`src/rtl/backoff_pkg.sv`:
```
package backoff_pkg;

  typedef enum logic [1:0] {
    ST_IDLE   = 2'd0,
    ST_ACTIVE = 2'd1,
    ST_STALL  = 2'd2
  } boState_e;

  // strobes from control into the datapath
  typedef struct packed {
    logic loadOne;  // reload count to 1
    logic advance;  // capture stall length from count, then double (gated)
  } boStrobe_t;

endpackage

```
`src/rtl/backoff_datapath.sv`:
```
module backoff_datapath
  import backoff_pkg::*;
#(
  parameter int CAP_LIMIT   = 4096,
  parameter int PAUSE_SHIFT = 7,
  localparam int CNT_W = $clog2(CAP_LIMIT) + 2,
  localparam int LEN_W = CNT_W + PAUSE_SHIFT
) (
  input  logic             clk,
  input  logic             rst_n,
  input  boStrobe_t        strobe,
  output logic [LEN_W-1:0] stallLen
);

  localparam logic [CNT_W-1:0] CAP_VAL = CNT_W'(CAP_LIMIT);
  localparam logic [CNT_W-1:0] ONE_VAL = CNT_W'(1);

  logic [CNT_W-1:0] cnt;
  logic [CNT_W-1:0] cntNext;
  logic             mayDouble;

  assign mayDouble = (cnt <= CAP_VAL);

  always_comb begin
    cntNext = cnt;
    if (strobe.loadOne)
      cntNext = ONE_VAL;
    else if (strobe.advance && mayDouble)
      cntNext = {cnt[CNT_W-2:0], 1'b0};
  end

  always_ff @(posedge clk or negedge rst_n) begin
    if (!rst_n)
      cnt <= ONE_VAL;
    else
      cnt <= cntNext;
  end

  always_ff @(posedge clk or negedge rst_n) begin
    if (!rst_n)
      stallLen <= '0;
    else if (strobe.advance)
      stallLen <= {cnt, {PAUSE_SHIFT{1'b0}}};
  end

  // the count is always a single set bit
  assert_cnt_onehot_R3: assert property (@(posedge clk) disable iff (!rst_n)
    $countones(cnt) == 1);

  // the count never grows beyond twice the cap
  assert_cnt_cap_R4: assert property (@(posedge clk) disable iff (!rst_n)
    cnt <= {CAP_VAL[CNT_W-2:0], 1'b0});

  // a saturated count stays put when advanced
  assert_cnt_sat_R4: assert property (@(posedge clk) disable iff (!rst_n)
    (strobe.advance && !strobe.loadOne && cnt > CAP_VAL) |=> $stable(cnt));

endmodule

```
`src/rtl/backoff_ctrl.sv`:
```
module backoff_ctrl
  import backoff_pkg::*;
(
  input  logic      clk,
  input  logic      rst_n,
  input  logic      opStart,
  input  logic      opFail,
  input  logic      opDone,
  input  logic      stallAck,
  output boStrobe_t strobe,
  output logic      stallValid
);

  boState_e state;
  boState_e stateNext;

  always_comb begin
    stateNext      = state;
    strobe.loadOne = 1'b0;
    strobe.advance = 1'b0;
    if (opStart) begin
      stateNext      = ST_ACTIVE;
      strobe.loadOne = 1'b1;
    end else if (opDone) begin
      stateNext = ST_IDLE;
    end else begin
      unique case (state)
        ST_ACTIVE: if (opFail) begin
          stateNext      = ST_STALL;
          strobe.advance = 1'b1;
        end
        ST_STALL:  if (stallAck) stateNext = ST_ACTIVE;
        default:   stateNext = state;
      endcase
    end
  end

  always_ff @(posedge clk or negedge rst_n) begin
    if (!rst_n)
      state <= ST_IDLE;
    else
      state <= stateNext;
  end

  assign stallValid = (state == ST_STALL);

  // a failure while idle never raises a request
  assert_idle_fail_R8: assert property (@(posedge clk) disable iff (!rst_n)
    (state == ST_IDLE && opFail && !opStart) |=> !stallValid);

  // a start wins over a simultaneous failure
  assert_start_prio_R10: assert property (@(posedge clk) disable iff (!rst_n)
    opStart |=> (!stallValid && state == ST_ACTIVE));

  // an unacknowledged request persists
  assert_stall_hold_R6: assert property (@(posedge clk) disable iff (!rst_n)
    (stallValid && !stallAck && !opStart && !opDone) |=> stallValid);

endmodule

```
`src/rtl/backoff_retry.sv`:
```
module backoff_retry
  import backoff_pkg::*;
#(
  parameter int CAP_LIMIT   = 4096,
  parameter int PAUSE_SHIFT = 7,
  localparam int CNT_W = $clog2(CAP_LIMIT) + 2,
  localparam int LEN_W = CNT_W + PAUSE_SHIFT
) (
  input  logic             clk,
  input  logic             rst_n,
  input  logic             opStart,
  input  logic             opFail,
  input  logic             opDone,
  input  logic             stallAck,
  output logic             stallValid,
  output logic [LEN_W-1:0] stallLen
);

  boStrobe_t strobe;

  backoff_ctrl ctrl_i (
    .clk        (clk),
    .rst_n      (rst_n),
    .opStart    (opStart),
    .opFail     (opFail),
    .opDone     (opDone),
    .stallAck   (stallAck),
    .strobe     (strobe),
    .stallValid (stallValid)
  );

  backoff_datapath #(
    .CAP_LIMIT   (CAP_LIMIT),
    .PAUSE_SHIFT (PAUSE_SHIFT)
  ) dp_i (
    .clk      (clk),
    .rst_n    (rst_n),
    .strobe   (strobe),
    .stallLen (stallLen)
  );

  // a raised request is a power of two with the low bits clear
  assert_len_shape_R5: assert property (@(posedge clk) disable iff (!rst_n)
    stallValid |-> ($onehot(stallLen) && stallLen[PAUSE_SHIFT-1:0] == '0));

  // the length does not move while the request waits
  assert_len_hold_R6: assert property (@(posedge clk) disable iff (!rst_n)
    (stallValid && !stallAck && !opStart && !opDone) |=> $stable(stallLen));

  // the request drops after acknowledge
  assert_ack_drop_R6: assert property (@(posedge clk) disable iff (!rst_n)
    (stallValid && stallAck) |=> !stallValid);

endmodule

```
`config.mk`:
```
export PLATFORM = sky130hd
export DESIGN_NAME = backoff_retry
export DESIGN_NICKNAME = d
export VERILOG_FILES = /design/src/rtl/backoff_pkg.sv /design/src/rtl/backoff_datapath.sv /design/src/rtl/backoff_ctrl.sv /design/src/rtl/backoff_retry.sv
export SDC_FILE = /design/constraint.sdc
export NUM_CORES = 1
export LEC_CHECK = 0
export BUFFER_PORTS_ARGS = -buffer_cell sky130_fd_sc_hd__buf_2
export CAP_MARGIN = 20
export CORE_AREA = 2 2 60 51
export CTS_CLUSTER_DIAMETER = 150
export DETAILED_ROUTE_END_ITERATION = 16
export DIE_AREA = 0 0 62 53
export PLACE_DENSITY = 0.75
export REMOVE_ABC_BUFFERS = 1
export SYNTH_ARGS = -nofsm -noshare
export SYNTH_HDL_FRONTEND = slang
export SYNTH_HIERARCHICAL = 1
export SYNTH_SLANG_ARGS = --single-unit
```
`constraint.sdc`:
```
create_clock -name clk -period 2.5 [get_ports clk]
set_clock_uncertainty 0.1 [all_clocks]
set_input_delay 0.75 -clock clk [delete_from_list [all_inputs] [get_ports clk]]
set_output_delay 0.75 -clock clk [all_outputs]
set_load 0.005 [all_outputs]
```
==> run_results.csv <==
group,metric,value,unit
synthesis,yosysSeqAreaShare,0.5534,
timing,tns,0,ns
floorplan,num_io_pins,28,
synthesis,post-synth-top-count-cell,"dfrtp_1",
cts,post_cts_resized,0,
floorplan,die_w,62,µm
worst_setup_path,worstPathArrival,1.11,ns
synthesis,synth_top_area_share,0.5341,
cts,cts_buffer_depth,2,
synthesis,ys_ff_latch,30,
timing,fmax,509.5,MHz
floorplan,rows,17,
worst_setup_path,cpLargestDelayFamily,"flip-flops",
floorplan,die_h,53,µm
worst_setup_path,crit_path_max_incr_delay,0.38,ns
route,vias,861,
route,routed_via_density,5.065,
timing,slew-limit-headroom,0.5713,
global_route,grt_max_degree,31,
place,place_congestion,0.7191,
global_route,grt_pass1_wl,3960,µm
synthesis,ys_types,29,
place,dp_hpwl,1614,µm
worst_setup_path,startpoint_type,"flop",
synthesis,yosysTopAreaCell,"dfrtp_1",
global_route,track_usage,0.1748,
floorplan,dieArea,3286,µm²
pwr,p_leak,0.0007725,µW
worst_setup_path,critical_path.cell_chain,"inv_1, ha_1, buf_2",
global_route,gr-total-overflow,0,
timing,final_hold_viol_count,0,
synthesis,postSynthCellCount,108,
synthesis,synth_area_leaders,"dfrtp_1 (53%), mux2_2 (11%), mux2i_1 (8.1%)",
layout,layout.nets,141,
pwr,power_density,565.0,nW/µm²
route,drc,0,
worst_setup_path,path_buf_inv,2,
global_route,grt_pass1_vias,795,
route,wire_per_inst,13.39,µm
outcome,status,"finished clean",
route,antenna_left,0,
worst_setup_path,crit_path_end_kind,"output pin",
global_route,antenna_found_initial,0,
route,first_iter_violations,27,
cts,cts_tree,"built",
timing,rsz0062_at_grt,"false",
place,port_buffers,20,
timing,finalCriticalPeriod,1.963,ns
cts,cts-root-buf,"clkbuf_4",
timing,tightest_slew,0.6430,ns
synthesis,yosysWarnings,6,
worst_setup_path,cp_max_fo,2,
timing,finalSetupViolations,0,
cts,cts_setup_buffers,0,
layout,fillers,240,
floorplan,initial_utilization,0.5111,
floorplan,core_area,2659,µm²
synthesis,async_reset_ff_frac,1.000,
layout,syn2layout_area_growth,12.15,%
flow_run,cap_violations,0,
layout,fin_util,0.5732,
worst_setup_path,cp.required,1.65,ns
pwr,ir_drop,374.0,µV
synthesis,synth_common_cells,"dfrtp_1 (29), mux2_2 (13), mux2i_1 (11), nor2_1 (11), buf_4 (8)",
cts,clk_latency,0.32,ns
cts,holdBufCountCts,0,
synthesis,avgSynthCellArea,12.58,µm²
cts,cts_sinks,30,
route,wl,2276,µm
route,drt_pre_antenna_iters,5,
worst_setup_path,slowest_stage,"dfrtp_1",
cts,cts_max_level,2,
cts,clk_pin_slew,0.08,ns
layout,insertedDiodeCount,0,
timing,slew_violations,0,
synthesis,synth_edf_count,0,
timing,finalCritPeriodShare,0.7851,
worst_setup_path,worstSetupPathType,"reg2out",
synthesis,syn_area,1359,µm²
cts,numCtsBuffers,5,
layout,layout-drive-gt1-share,0.3712,
hold_path,hold_path_class,"in2async",
synthesis,synthFlopType,"dfrtp_1",
==> flip-flops by register name, summed over array words and instances (netlist names) <==
name and cells:
dp_i/cnt 14, dp_i/stallLen 14, ctrl_i/state 2
==> cells by family (layout without fill, tap and decap cells) <==
| kind of cell | count (synthesis) | in the layout | synth area share |
|---|---|---|---|
| AO/OA/AOI/OAI | 8 | 8 | 0.04051 |
| AND/OR/NAND/NOR | 25 | 25 | 0.1123 |
| multiplexers | 24 | 24 | 0.1888 |
| flip-flops | 30 | 30 | 0.5534 |
| buffers and inverters | 18 | 36 | 0.08379 |
| other | 1 | 7 | 0.002760 |
| adder cells (fa/ha/maj) | 2 | 2 | 0.01841 |
==> cell usage in the layout (no fill, tap or decap), types with 2 or more instances in the layout <==
cell type  instances
nor4_1             3
nor2_1            11
ha_1               2
mux2i_1           11
mux2_2            13
dfrtp_1           29
clkbuf_4           5
o21ai_0            2
nand2_1            2
buf_2             20
buf_4              4
inv_1              6
conb_1             7
==> area by class of cell <==
type | count | area, µm² | share of cell area
Sequential cell | 30 | 752.0 | 0.4934
Inverter | 6 | 22.52 | 0.01478
Tap cell | 38 | 47.55 | 0.03120
Timing Repair Buffer | 24 | 130.1 | 0.08539
Clock buffer | 6 | 51.30 | 0.03366
Multi-Input combinational cell | 66 | 520.5 | 0.3415
==> worst paths after layout <==
path,from,to,slack [ns],depth (start not counted)
worst max register to register,ctrl_i/state[1]$_DFFE_PN0P_,dp_i/cnt[6]$_DFFE_PN0P_,0.68,8
worst max-delay path,ctrl_i/state[0]$_DFFE_PN0P_,stallValid,0.54,3
max in group asynchronous,rst_n,dp_i/stallLen[9]$_DFFE_PN0P_,1.54,1
min in group clk,dp_i/stallLen[18]$_DFFE_PN0P_,dp_i/stallLen[18]$_DFFE_PN0P_,0.41,1
worst min-delay path,rst_n,dp_i/stallLen[17]$_DFFE_PN0P_,0.34,1
worst min register to register,dp_i/stallLen[18]$_DFFE_PN0P_,dp_i/stallLen[18]$_DFFE_PN0P_,0.41,1
==> routing by layer <==
metal	share of wire	track usage	routed length [µm]	vias to the layer above
met1	0.46	0.2378	1053	424
met3	0.060	0.08068	137	6
met2	0.46	0.2361	1043	26
met5	0	0	0	-
met4	0.018	0.07447	42	0
li1	-	-	-	405
==> metrics by stage <==
step	cell area (µm²)	hold WS (ns)	std cells	worst slack, ns	total power [µW]
after floorplan	1290	0.3544	102	-0.6419	554.2
after global placement	1473	0.3843	164	0.4652	586.7
after detailed placement	1473	0.3921	164	0.4298	592.2
after CTS	1524	0.3594	170	0.5226	872.2
after global routing	1524	0.3810	170	0.4750	912.1
final	1524	0.3423	170	0.5372	861.1
==> power by group <==
group | switching (µW) | internal [µW] | total [µW]
combinational | 43.9 | 36.1 | 80.0
clock | 153 | 126 | 279
sequential | 6.40 | 495 | 502
total | 203 | 658 | 861
No activity file was read; power rests on OpenSTA's default activity.
